$ cat config.mk
export PLATFORM = sky130hd
export DESIGN_NAME = msi_snoop_cache_ctrl
export DESIGN_NICKNAME = d
export VERILOG_FILES = /design/src/rtl/msi_pkg.sv /design/src/rtl/msi_tag_store.sv /design/src/rtl/msi_data_store.sv /design/src/rtl/msi_snoop_unit.sv /design/src/rtl/msi_snoop_cache_ctrl.sv
export SDC_FILE = /design/constraint.sdc
export NUM_CORES = 1
export LEC_CHECK = 0
export BUFFER_PORTS_ARGS = -buffer_cell sky130_fd_sc_hd__buf_4
export CORE_MARGIN = 3
export CORE_UTILIZATION = 25
export DETAILED_ROUTE_END_ITERATION = 6
export SLEW_MARGIN = 20
export SYNTH_ARGS = -nofsm -noshare
export SYNTH_HDL_FRONTEND = slang
export SYNTH_HIERARCHICAL = 1
export SYNTH_SLANG_ARGS = --single-unit
$ cat constraint.sdc
create_clock -name clk -period 5.92 [get_ports clk]
set_clock_uncertainty 0.1 [all_clocks]
set_input_delay 0.888 -clock clk [delete_from_list [all_inputs] [get_ports clk]]
set_output_delay 0.888 -clock clk [all_outputs]
set_load 0.05 [all_outputs]
$ cat src/rtl/msi_pkg.sv
package msi_pkg;
  typedef enum logic [1:0] {
    LN_INV = 2'd0,
    LN_SHD = 2'd1,
    LN_EXC = 2'd2
  } line_st_e;

  localparam logic [1:0] BC_NONE   = 2'd0;
  localparam logic [1:0] BC_RDMISS = 2'd1;
  localparam logic [1:0] BC_WRMISS = 2'd2;
  localparam logic [1:0] BC_WBACK  = 2'd3;

  typedef enum logic [2:0] {
    CS_IDLE = 3'd0,
    CS_WAIT = 3'd1,
    CS_XFER = 3'd2,
    CS_FILL = 3'd3,
    CS_DONE = 3'd4
  } ctl_st_e;
endpackage

$ cat src/rtl/msi_tag_store.sv
module msi_tag_store
  import msi_pkg::*;
#(
  parameter int IDX_W = 3,
  parameter int TAG_W = 13
) (
  input  logic             clk,
  input  logic             rst,
  input  logic [IDX_W-1:0] ra_idx,
  output logic [TAG_W-1:0] ra_tag,
  output line_st_e         ra_st,
  input  logic [IDX_W-1:0] rb_idx,
  output logic [TAG_W-1:0] rb_tag,
  output line_st_e         rb_st,
  input  logic             w_en,
  input  logic [IDX_W-1:0] w_idx,
  input  logic [TAG_W-1:0] w_tag,
  input  line_st_e         w_st
);
  localparam int LINES = 1 << IDX_W;

  logic [TAG_W-1:0] tag_q [LINES];
  line_st_e         st_q  [LINES];

  always_ff @(posedge clk) begin
    if (rst) begin
      for (int i = 0; i < LINES; i++) st_q[i] <= LN_INV;
    end else if (w_en) begin
      st_q[w_idx] <= w_st;
    end
  end

  always_ff @(posedge clk) begin
    if (w_en) tag_q[w_idx] <= w_tag;
  end

  assign ra_tag = tag_q[ra_idx];
  assign ra_st  = st_q[ra_idx];
  assign rb_tag = tag_q[rb_idx];
  assign rb_st  = st_q[rb_idx];
endmodule

$ cat src/rtl/msi_data_store.sv
module msi_data_store #(
  parameter int IDX_W  = 3,
  parameter int DATA_W = 32
) (
  input  logic              clk,
  input  logic              w_en,
  input  logic [IDX_W-1:0]  w_idx,
  input  logic [DATA_W-1:0] w_data,
  input  logic [IDX_W-1:0]  ra_idx,
  output logic [DATA_W-1:0] ra_data,
  input  logic [IDX_W-1:0]  rb_idx,
  output logic [DATA_W-1:0] rb_data
);
  localparam int LINES = 1 << IDX_W;

  logic [DATA_W-1:0] mem_q [LINES];

  always_ff @(posedge clk) begin
    if (w_en) mem_q[w_idx] <= w_data;
  end

  assign ra_data = mem_q[ra_idx];
  assign rb_data = mem_q[rb_idx];
endmodule

$ cat src/rtl/msi_snoop_unit.sv
module msi_snoop_unit
  import msi_pkg::*;
(
  input  logic [1:0] cmd,
  input  logic       tag_eq,
  input  line_st_e   cur_st,
  output logic       abort,
  output logic       upd,
  output line_st_e   nxt_st
);
  logic owned_hit;

  assign owned_hit = tag_eq && (cur_st != LN_INV);

  always_comb begin
    abort  = 1'b0;
    upd    = 1'b0;
    nxt_st = cur_st;
    if (owned_hit) begin
      if (cur_st == LN_EXC && (cmd == BC_RDMISS || cmd == BC_WRMISS)) begin
        abort  = 1'b1;
        upd    = 1'b1;
        nxt_st = (cmd == BC_RDMISS) ? LN_SHD : LN_INV;
      end else if (cur_st == LN_SHD && cmd == BC_WRMISS) begin
        upd    = 1'b1;
        nxt_st = LN_INV;
      end
    end
  end
endmodule

$ cat src/rtl/msi_snoop_cache_ctrl.sv
module msi_snoop_cache_ctrl
  import msi_pkg::*;
#(
  parameter int ADDR_W = 16,
  parameter int DATA_W = 32,
  parameter int IDX_W  = 3
) (
  input  logic              clk,
  input  logic              rst,
  input  logic              cpu_req,
  input  logic              cpu_we,
  input  logic [ADDR_W-1:0] cpu_addr,
  input  logic [DATA_W-1:0] cpu_wdata,
  output logic [DATA_W-1:0] cpu_rdata,
  output logic              cpu_done,
  output logic              bus_req,
  input  logic              bus_gnt,
  output logic [1:0]        bus_cmd,
  output logic [ADDR_W-1:0] bus_addr,
  output logic [DATA_W-1:0] bus_wdata,
  input  logic              bus_fill_vld,
  input  logic [DATA_W-1:0] bus_fill_data,
  input  logic [1:0]        snp_cmd,
  input  logic [ADDR_W-1:0] snp_addr,
  output logic              snp_abort,
  output logic              snp_dvld,
  output logic [DATA_W-1:0] snp_data
);
  localparam int TAG_W = ADDR_W - IDX_W;

  // address split
  logic [IDX_W-1:0] req_idx, snp_idx;
  logic [TAG_W-1:0] req_tag, snp_tag;
  assign req_idx = cpu_addr[IDX_W-1:0];
  assign req_tag = cpu_addr[ADDR_W-1:IDX_W];
  assign snp_idx = snp_addr[IDX_W-1:0];
  assign snp_tag = snp_addr[ADDR_W-1:IDX_W];

  // storage read ports: a = processor side, b = snoop side
  logic [TAG_W-1:0]  a_tag, b_tag;
  line_st_e          a_st, b_st;
  logic [DATA_W-1:0] a_data, b_data;

  // single write ports shared by both sides
  logic              t_we, d_we;
  logic [IDX_W-1:0]  t_idx;
  logic [TAG_W-1:0]  t_tag;
  line_st_e          t_st;
  logic [DATA_W-1:0] d_data;

  msi_tag_store #(.IDX_W(IDX_W), .TAG_W(TAG_W)) u_tags (
    .clk(clk), .rst(rst),
    .ra_idx(req_idx), .ra_tag(a_tag), .ra_st(a_st),
    .rb_idx(snp_idx), .rb_tag(b_tag), .rb_st(b_st),
    .w_en(t_we), .w_idx(t_idx), .w_tag(t_tag), .w_st(t_st)
  );

  msi_data_store #(.IDX_W(IDX_W), .DATA_W(DATA_W)) u_data (
    .clk(clk), .w_en(d_we), .w_idx(req_idx), .w_data(d_data),
    .ra_idx(req_idx), .ra_data(a_data),
    .rb_idx(snp_idx), .rb_data(b_data)
  );

  // snoop decode
  logic     sn_abort, sn_upd;
  line_st_e sn_nst;

  msi_snoop_unit u_snoop (
    .cmd(snp_cmd), .tag_eq(b_tag == snp_tag), .cur_st(b_st),
    .abort(sn_abort), .upd(sn_upd), .nxt_st(sn_nst)
  );

  // processor lookup
  logic snp_busy, tag_hit, cpu_hit, need_wb, pend_hit;
  assign snp_busy = (snp_cmd != BC_NONE);
  assign tag_hit  = (a_st != LN_INV) && (a_tag == req_tag);
  assign cpu_hit  = tag_hit && (!cpu_we || a_st == LN_EXC);
  assign need_wb  = (a_st == LN_EXC) && (a_tag != req_tag);
  assign pend_hit = sn_upd && (snp_idx == req_idx);

  ctl_st_e           cst;
  logic              req_q, done_q, dvld_q;
  logic [1:0]        cmd_q;
  logic [ADDR_W-1:0] baddr_q;
  logic [DATA_W-1:0] bdata_q, rdata_q, sdata_q;

  // write-port steering: a snoop update always wins
  always_comb begin
    t_we   = 1'b0;
    t_idx  = req_idx;
    t_tag  = req_tag;
    t_st   = LN_INV;
    d_we   = 1'b0;
    d_data = cpu_wdata;
    if (sn_upd) begin
      t_we  = 1'b1;
      t_idx = snp_idx;
      t_tag = b_tag;
      t_st  = sn_nst;
    end else begin
      case (cst)
        CS_IDLE: d_we = cpu_req && !snp_busy && cpu_hit && cpu_we;
        CS_XFER: begin
          if (cmd_q == BC_WBACK) begin
            t_we  = 1'b1;
            t_tag = a_tag;
            t_st  = LN_INV;
          end
        end
        CS_FILL: begin
          if (bus_fill_vld) begin
            t_we   = 1'b1;
            t_st   = cpu_we ? LN_EXC : LN_SHD;
            d_we   = 1'b1;
            d_data = cpu_we ? cpu_wdata : bus_fill_data;
          end
        end
        default: ;
      endcase
    end
  end

  // sequencing
  always_ff @(posedge clk) begin
    if (rst) begin
      cst     <= CS_IDLE;
      req_q   <= 1'b0;
      done_q  <= 1'b0;
      dvld_q  <= 1'b0;
      cmd_q   <= BC_NONE;
      baddr_q <= '0;
      bdata_q <= '0;
      rdata_q <= '0;
      sdata_q <= '0;
    end else begin
      done_q <= 1'b0;
      cmd_q  <= BC_NONE;
      dvld_q <= sn_abort;
      if (sn_abort) sdata_q <= b_data;
      case (cst)
        CS_IDLE: begin
          if (cpu_req && !snp_busy) begin
            if (cpu_hit) begin
              done_q  <= 1'b1;
              rdata_q <= cpu_we ? cpu_wdata : a_data;
              cst     <= CS_DONE;
            end else begin
              req_q <= 1'b1;
              cst   <= CS_WAIT;
            end
          end
        end
        CS_WAIT: begin
          if (pend_hit) begin
            req_q <= 1'b0;
            cst   <= CS_IDLE;
          end else if (bus_gnt) begin
            req_q <= 1'b0;
            cst   <= CS_XFER;
            if (need_wb) begin
              cmd_q   <= BC_WBACK;
              baddr_q <= {a_tag, req_idx};
              bdata_q <= a_data;
            end else begin
              cmd_q   <= cpu_we ? BC_WRMISS : BC_RDMISS;
              baddr_q <= cpu_addr;
            end
          end
        end
        CS_XFER: cst <= (cmd_q == BC_WBACK) ? CS_IDLE : CS_FILL;
        CS_FILL: begin
          if (bus_fill_vld) begin
            done_q  <= 1'b1;
            rdata_q <= cpu_we ? cpu_wdata : bus_fill_data;
            cst     <= CS_DONE;
          end
        end
        CS_DONE: cst <= CS_IDLE;
        default: cst <= CS_IDLE;
      endcase
    end
  end

  assign cpu_rdata = rdata_q;
  assign cpu_done  = done_q;
  assign bus_req   = req_q;
  assign bus_cmd   = cmd_q;
  assign bus_addr  = baddr_q;
  assign bus_wdata = bdata_q;
  assign snp_abort = sn_abort;
  assign snp_dvld  = dvld_q;
  assign snp_data  = sdata_q;
endmodule

==> flow_summary.toml, run 1 <==
[status]
outcome = "completed"

[setup_path]
startpoint = "snp_addr[0]"
critPathKind = "input port to primary output"
reg2reg_to = "u_data/mem_q[3][13]"
reg2regPathDepth = 12
critPathCaptureType = "primary output"
worst-path-stages = 10
required_ns = 4.93
r2r_slack_ns = 1.50
critPathMaxStageDelay_ns = 0.62
setup.worst_path.end = "snp_abort"
cpMostUsedCell = "buf_4"
critPathMaxFanout = 16
path_delay_family = "simple AND/OR/NAND/NOR gates"
worstSetupStartpointType = "input port"
path_buf_inv = 3
slowest_stage = "mux4_1"
reg2reg_from = "u_tags/tag_q[1][2]"
crit_path_cell_trace = "buf_4, mux4_1, mux2_2, xor2_1, nor4_1, nand4_1, nor4_1, buf_4, and3_4, buf_4"
arrival_ns = 3.82

[sta]
rsz0062_at_grt = "no"
finalHoldViolCount = 0
worst_slew_pin_slew_ns = 1.02
fin_crit_sh_pct = 81.2
slew_headroom_pct = 31.2
max_freq_ghz = 0.208
setup_viol = 0
setup_tns_ns = 0
fin_crit_ns = 4.81
finalHoldWorstSlack_ns = 0.360
drv_slew = 0

[clock_network]
path_clk_slew_ns = 0.06
cts-resized-gates = 0
cts_buffers = 56
post-cts-setup-buffers = 0
clockBufferDepth = 3
cts_root_buf = "clkbuf_16"
cts_tree = "done"
cts.sinks = 496
cts_max_level = 2
hold_buffers = 0
clk_latency_ns = 0.61

[synthesis]
synth_top_area_share_pct = 46.9
synth_nets = 1584
synth_top_area_cell = "edfxtp_1"
synthArstFlopShare_pct = 0
synthTopCellsByArea = "edfxtp_1 47%, mux4_1 15%, dfxtp_1 10%, mux2_2 5.8%, mux2i_1 4.5%"
ys_seq_area_share_pct = 56.9
synth_flop_cell = "edfxtp_1"
ys_warn_count = 6
synth_edf_count = 376
synth_seq_cells = 496
synth.distinct_cells = 55
syn_inst = 1478
netlist_area_mm2 = 0.0241
avgSynthCellArea_um2 = 16.3

[routing]
wl_per_cell_um = 23.0
drt-total-wl_um = 69300
firstDrtPassIters = 5
dr.first_iter.drc_count = 1094
ant_nets = 0
vias = 14500
drc_errors = 0
viasPerCell = 4.82

[floorplan]
die_h_um = 316
io-pin-count = 222
fp.dieW_um = 316
initial_core_util_pct = 25.3
design.die.area_mm2 = 0.100
rows = 113
core-area_mm2 = 0.0953

[hold_path]
min_path_type = "flop to flop"

[global_route]
use_met1_pct = 17.3
grt_overflow_total = 0
grt_max_degree = 69
grt_usage_pct = 13.4
grt_pass1_vias = 14900
grt_use_met3_pct = 3.48
top_usage_layer = "met2"
grtUsageMet2_pct = 22.5
grt_pass1_wl_um = 99500
antenna_found_initial = 6

[power]
leakage_nw = 10.3
p_total_mw = 7.88
vdd_ir_drop_max_mv = 0.190
p_per_area_mw_per_mm2 = 272

[place]
post_dp_cell_area_mm2 = 0.0272
gp_congestion = 0.794
place_inst = 2901
hpwl_um = 45600
port_buffers = 221

[finish]
nFillCells = 9405
nets = 1800
drive_gt1_share_pct = 31.1
stdcell_area_mm2 = 0.0290
area_delta_synth_final_pct = 20.4
instances_no_fill = 3008

[job]
drv_cap = 0
==> cell type report <==
type | instances | area [um2] | share of cell area (%)
Timing Repair Buffer | 272 | 2090 | 7.20
Tap cell | 1265 | 1580 | 5.46
Sequential cell | 496 | 13700 | 47.2
Antenna cell | 4 | 10.0 | 0.0345
Clock buffer | 71 | 1480 | 5.10
Clock inverter | 32 | 328 | 1.13
Multi-Input combinational cell | 861 | 9780 | 33.7
Inverter | 7 | 26.3 | 0.0907
==> where the power goes <==
part | leakage, nW | total [mW] | internal [mW] | switching, mW
Combinational | 5.04 | 0.691 | 0.293 | 0.398
Sequential | 4.37 | 3.77 | 3.76 | 0.0173
Clock | 0.878 | 3.42 | 1.99 | 1.42
Total | 10.3 | 7.88 | 6.04 | 1.84
==> sequential cells by signal (all words and copies together) (netlist names) <==
signal and cells:
bus_wdata 32, snp_dvld 1, cpu_rdata 32, u_data/mem_q 256, bus_addr 16, snp_data 32, u_tags/tag_q 104, cpu_done 1
bus_cmd 2, bus_req 1, u_tags/st_q 16, cst 3
==> layer usage <==
layer	routed length [um]	vias up
li1	-	6450
met1	29000	7466
met2	33300	489
met3	5230	96
met4	1730	0
met5	0	-
==> cells by family after synthesis <==
family | after synthesis | share of synthesized area [%]
XOR/XNOR | 29 | 1.06
flip-flops | 496 | 56.9
buffers and inverters | 121 | 2.85
AND/OR/NAND/NOR | 262 | 4.79
adder cells (fa/ha/maj) | 2 | 0.104
AO/OA/AOI/OAI | 142 | 3.98
multiplexers | 426 | 30.3
==> synth_stat cells, types with 3 or more instances <==
cell type,instances
a211oi_1,11
a21oi_1,39
a311oi_1,3
a31oi_1,10
buf_1,17
buf_2,23
buf_6,26
clkbuf_1,46
dfxtp_1,120
edfxtp_1,376
inv_1,7
mux2_1,5
mux2_2,124
mux2i_1,109
mux4_1,140
mux4_2,48
nand2_1,98
nand2b_1,7
nand3_1,3
nand3b_1,4
nand4_1,6
nand4b_1,3
nor2_1,115
nor2b_1,3
nor3_1,5
nor4_1,3
o21a_1,3
o21ai_0,25
o21bai_1,8
o2bb2ai_1,32
xnor2_1,10
xor2_1,19
==> through the flow <==
stage / util (%) / setup WS, ns
floorplan: - / 0.711
global placement: 28.5 / 0.662
detailed placement: 28.5 / 0.638
CTS: 30.4 / 1.17
global route: 30.4 / 1.06
finish: 30.4 / 1.11
==> worst reg2reg max path, stage by stage, from the launching register on <==
cell and delay, ns:
edfxtp_1 0.37, mux4_1 0.54, mux2_2 0.30, xor2_1 0.16, nor4_1 0.51, nand4_1 0.15, nor4_1 0.30, buf_4 0.19
a21boi_2 0.26, buf_4 0.21, or3_2 0.14, buf_4 0.37, mux2_1 0.52
==> cell usage in the layout, fill, tap and decap left out, drive strengths merged, types with 3 or more instances in the layout <==
cell	Yosys	routed
xor2	19	19
nor2	115	115
a21oi	39	39
mux2	129	129
nand2	98	98
o21a	3	3
clkinv	0	22
a211oi	11	11
mux2i	109	109
bufinv	0	5
inv	7	11
edfxtp	376	376
o2bb2ai	32	32
nor4	5	5
a31oi	11	11
nand4	6	6
mux4	188	188
nand4b	3	3
clkbuf	46	71
o21bai	8	8
nor3	6	6
a311oi	3	3
nand3	3	3
nand3b	4	4
buf	68	272
nor2b	3	3
diode	0	4
a21boi	4	4
xnor2	10	10
o21ai	25	25
dfxtp	120	120
nand2b	7	7
==> worst min path at each step <==
stage	startpoint	end	slack, ns	depth (start not counted)
2_1_floorplan	cst[2]	cst[1]	0.39	1
3_3_place_gp	cpu_rdata[26]	cpu_rdata[26]	0.34	1
3_5_place_dp	cpu_rdata[28]	cpu_rdata[28]	0.35	1
4_1_cts	bus_wdata[9]	bus_wdata[9]	0.36	2
5_1_grt	bus_addr[2]	bus_addr[2]	0.38	2
6_report	cpu_rdata[28]	cpu_rdata[28]	0.36	1
Note: power is estimated with default switching activity, not from simulation.
==> run 2: changes to the inputs <==
Clock period 5.92 ns to 4.7 ns, I/O delays scaled along.
==> flow_summary.toml, run 2 (synthesized netlist as in run 1, its figures left out) <==
[power]
vdd_ir_drop_max_mv = 0.262
p_per_area_mw_per_mm2 = 346
leakage_nw = 10.8

[global_route]
grt_usage_pct = 13.7
grt_pass1_vias = 15200
grt_overflow_total = 0
antenna_found_initial = 12
grt_pass1_wl_um = 101000
grt_max_degree = 79

[finish]
drive_gt1_share_pct = 34.6
largest-register = "u_data/mem_q"
final_common_cell = "edfxtp_1"
nets = 1864
largest_reg_flops = 256
stdcell_area_mm2 = 0.0302
layout_common_cells = "376 x edfxtp_1, 292 x buf_4, 140 x mux4_1, 124 x mux2_2, 120 x dfxtp_1"
reg.largest.list = "u_data/mem_q x256, u_tags/tag_q x104"
area_delta_synth_final_pct = 25.6

[clock_network]
cts_max_level = 2
cts_root_buf = "clkbuf_16"
path_clk_slew_ns = 0.06
cts.sinks = 496
cts_buffers = 56
clk_latency_ns = 0.62
clockBufferDepth = 3
post-cts-setup-buffers = 0
cts_tree = "done"

[setup_path]
required_ns = 3.89
critPathMaxFanout = 4
critPathKind = "flop to primary output"
critPathCaptureType = "primary output"
arrival_ns = 3.69
worstSetupStartpointType = "flop"

[routing]
drc_errors = 0
vias = 14700
viasPerCell = 4.79
ant_nets = 0
wl_met2_um = 33700
drt-total-wl_um = 70200
top_layer_used = "met5"
dr.first_iter.drc_count = 1069
wl_met3_um = 5210
drt-met1-wl_um = 29300
wl_per_cell_um = 22.9
firstDrtPassIters = 5

[sta]
fin_crit_sh_pct = 95.7
setup_viol = 0
worst_slew_pin_slew_ns = 0.910
rsz0062_at_grt = "no"
max_freq_ghz = 0.222
fin_crit_ns = 4.50
drv_slew = 0
setup_tns_ns = 0
finalHoldViolCount = 0
slew_headroom_pct = 39.4

[floorplan]
io-pin-count = 222
rows = 113
initial_core_util_pct = 25.3
core-area_mm2 = 0.0953
die_h_um = 316
design.die.area_mm2 = 0.100
fp.dieW_um = 316

[place]
hpwl_um = 47800
port_buffers = 221
post_dp_cell_area_mm2 = 0.0282
gp_congestion = 0.832

[hold_path]
min_path_type = "input port to flop"

[status]
outcome = "completed"

[job]
drv_cap = 0
-- run 2: cell types whose count changed in the layout (fill, tap and decap cells not counted), moves of 4 or more --
cell	before	now
buf_12	3	43
buf_4	267	292
bufinv_16	5	13
clkbuf_1	14	7
clkinv_1	11	4
clkinvlp_4	1	5
nor2_1	109	104
nor2_4	6	11
-- run 2: through the flow --
stage          cells  hold WS, ns  utilization, %  worst slack [ns]  power, mW
6_report        3072        0.287            31.7             0.201       10.5
3_3_place_gp    2965        0.346            29.6            -0.376       5.74
3_5_place_dp    2965        0.350            29.6            -0.358       5.75
5_1_grt         3069        0.252            31.7            0.0246       10.8
2_1_floorplan   1478        0.392               -            -0.238       5.43
4_1_cts         3068        0.236            31.7            0.0926       10.6
-- run 2: cell type report --
type / instances / area, um2
timing repair buffer: 336 / 3060
multi-input combinational: 861 / 9830
inverter: 7 / 26.3
clock buffer: 64 / 1450
clock inverter: 39 / 572
fill: 9261 / 65100
tap: 1265 / 1580
antenna: 4 / 10.0
sequential: 496 / 13700
-- run 2: critical path, cell delays in order (launching register included) --
cell and delay [ns]:
edfxtp_1 0.41, mux4_1 0.51, mux2_2 0.30, xor2_1 0.18, nor4_1 0.27, buf_4 0.15, nand4_1 0.15, nor4_4 0.40
buf_4 0.18, buf_4 0.12, and3_4 0.19, buf_4 0.22
-- run 2: report_power, final --
group / internal [mW] / switching (mW) / leakage (nW) / total (mW)
sequential: 4.73 / 0.0200 / 4.37 / 4.75
clock: 2.95 / 1.85 / 0.975 / 4.79
combinational: 0.400 / 0.507 / 5.49 / 0.907
-- run 2: worst paths after layout --
check / start / to / slack (ns) / cells past startpoint
setup / recovery: u_tags/tag_q[1][2] / snp_abort / 0.20 / 11
hold / removal: cpu_addr[15] / bus_addr[15] / 0.29 / 3
setup reg to reg: u_tags/tag_q[1][2] / u_tags/tag_q[1][11] / 0.37 / 13
hold reg to reg: bus_wdata[12] / bus_wdata[12] / 0.36 / 2
-- run 2: repair_timing --
item                       4_1_cts  5_1_grt
setup endpoints to repair        1        1
hold buffers                     0        0
resized for setup                1        1
-- run 2: layer usage --
metal,vias to the layer above,track usage (%)
met3,127,4.01
met5,-,0
li1,6587,-
met2,444,22.5
met1,7544,17.3
met4,14,4.32
==> run 3: changes to the inputs <==
Settings changed: ABC_AREA set to 1, CORE_MARGIN 3 to unset.
==> flow_summary.toml, run 3 <==
[clock_network]
hold_buffers = 0
cts_buffers = 54
clockBufferDepth = 3
cts.sinks = 496
cts_root_buf = "clkbuf_16"
cts_max_level = 2
cts-resized-gates = 0
path_clk_slew_ns = 0.07
cts_tree = "done"
clk_latency_ns = 0.64
post-cts-setup-buffers = 0

[global_route]
antenna_found_initial = 2
grt_overflow_total = 0
grt_pass1_vias = 23500
grt_max_degree = 95
grt_pass1_wl_um = 145000
grt_usage_pct = 16.9

[synthesis]
synthTopCellsByCount = "1536 x nand2_1, 454 x nand3_1, 450 x inv_1"
post-synth-top-count-cell = "nand2_1"
synth_seq_cells = 496
synth_top_area_cell = "edfxtp_1"
ys_seq_area_share_pct = 50.1
synthTopCellsByArea = "edfxtp_1 41%, nand2_1 21%, dfxtp_1 8.8%, nand3_1 8.3%, inv_1 6.2%"
synth_flop_cell = "edfxtp_1"
ys_warn_count = 6
synthArstFlopShare_pct = 0
synth_edf_count = 376
avgSynthCellArea_um2 = 7.47
netlist_area_mm2 = 0.0273
syn_inst = 3657
synth.distinct_cells = 38
synth_nets = 3763
synth_top_area_share_pct = 41.3

[routing]
drc_errors = 0
wl_per_cell_um = 18.4
dr.first_iter.drc_count = 2729
drt-total-wl_um = 96800
vias = 25200
viasPerCell = 4.79
firstDrtPassIters = 6
ant_nets = 0

[finish]
n_antenna_cell = 0
stdcell_area_mm2 = 0.0324
layout_common_cells = "1535 x nand2_1, 453 x nand3_1, 446 x inv_1, 376 x edfxtp_1, 300 x buf_4"
final_common_cell = "nand2_1"
nFillCells = 11400
area_delta_synth_final_pct = 18.6
largest-register = "u_data/mem_q"
drive_gt1_share_pct = 12.0
reg.largest.list = "u_data/mem_q x256, u_tags/tag_q x104"
fin_util_pct = 30.1
nets = 3916
largest_reg_flops = 256

[sta]
worst_slew_pin_slew_ns = 1.14
setup_tns_ns = 0
fin_crit_sh_pct = 85.8
slew_headroom_pct = 22.9
drv_slew = 0
rsz0062_at_grt = "no"
setup_viol = 0
fin_crit_ns = 4.03
max_freq_ghz = 0.248
finalHoldViolCount = 0

[floorplan]
die_h_um = 333
core-area_mm2 = 0.108
io-pin-count = 222
initial_core_util_pct = 25.4
rows = 120
fp.dieW_um = 333
design.die.area_mm2 = 0.111

[place]
hpwl_um = 63800
post_dp_cell_area_mm2 = 0.0304
port_buffers = 221
gp_congestion = 0.885

[hold_path]
min_path_type = "input port to flop"
whs_path_depth = 3

[power]
p_per_area_mw_per_mm2 = 368
leakage_nw = 15.0
vdd_ir_drop_max_mv = 0.274
p_total_mw = 11.9

[setup_path]
worst-path-stages = 25
path_delay_family = "simple AND/OR/NAND/NOR gates"
cpMostUsedCell = "nand2_1"
critPathMaxStageDelay_ns = 0.58
critPathCaptureType = "flop"
slowest_stage = "nor2_4"
worstSetupStartpointType = "input port"
arrival_ns = 4.41
reg2regPathDepth = 24
required_ns = 5.08
critPathKind = "input port to flop"
critPathMaxFanout = 60
path_buf_inv = 5

[job]
drv_cap = 0

[status]
outcome = "completed"
[run 3: cell types whose count changed in the layout (fill, tap and decap cells not counted), sizes merged, moves of 70 or more]
| cell | previous run | this run |
|---|---|---|
| mux4 | 188 | 0 |
| nand3 | 3 | 455 |
| nand2 | 98 | 1540 |
| mux2i | 109 | 0 |
| mux2 | 129 | 0 |
| inv | 13 | 464 |
| nor2 | 115 | 185 |
| o21ai | 25 | 105 |
[run 3: through the flow]
step	hold WS [ns]	cells	setup WS (ns)
after floorplan	0.392	3657	0.285
after global placement	0.352	5157	0.229
after detailed placement	0.356	5157	0.131
after CTS	0.239	5259	0.730
after global routing	0.265	5259	0.328
final	0.266	5259	0.669
[run 3: final timing paths]
path                       from       endpoint  slack, ns
min reg2reg        bus_wdata[3]   bus_wdata[3]       0.36
max                 snp_addr[0]  bus_wdata[12]       0.67
min                 cpu_addr[7]    bus_addr[7]       0.27
max reg2reg  u_tags/tag_q[2][3]  bus_wdata[12]       0.94
[run 3: layer usage]
metal,vias up,wire length (um),GRT usage [%],part of all wire [%]
li1,11900,-,-,-
met1,11800,41600,23.2,43
met2,1292,42400,26.3,44
met3,189,9800,3.65,10
met4,2,3080,5.75,3.2
met5,-,14,0,0.014
[run 3: report_power, final]
part	internal [mW]	switching, mW	total [mW]
clock network	2.88	1.88	4.76
logic	0.591	1.61	2.20
registers	4.86	0.100	4.96
total	8.33	3.59	11.9
[run 3: final cells by class]
cell class | instances | area, um2 | area share (%)
multi-input combinational | 2476 | 10600 | 32.6
sequential | 496 | 13700 | 42.3
inverter | 463 | 1750 | 5.40
tap | 1403 | 1760 | 5.42
timing repair buffer | 319 | 2620 | 8.07
clock buffer | 63 | 1450 | 4.47
clock inverter | 39 | 557 | 1.72
[run 3: logic make-up (layout without fill, tap and decap cells)]
kind of cell    count (synthesis)  after routing  synth area share [%]
xor+xnor                        9              9                 0.289
buf+inv                       685            884                  11.4
compound gates                247            247                  4.95
simple gates                 2218           2218                  33.1
fa+ha+maj                       2              2                0.0916
flops                         496            496                  50.1
[run 3: tightest hold or removal path: stages]
cell and delay, ns:
buf_4 0.13, nand2_1 0.06, a31oi_1 0.06
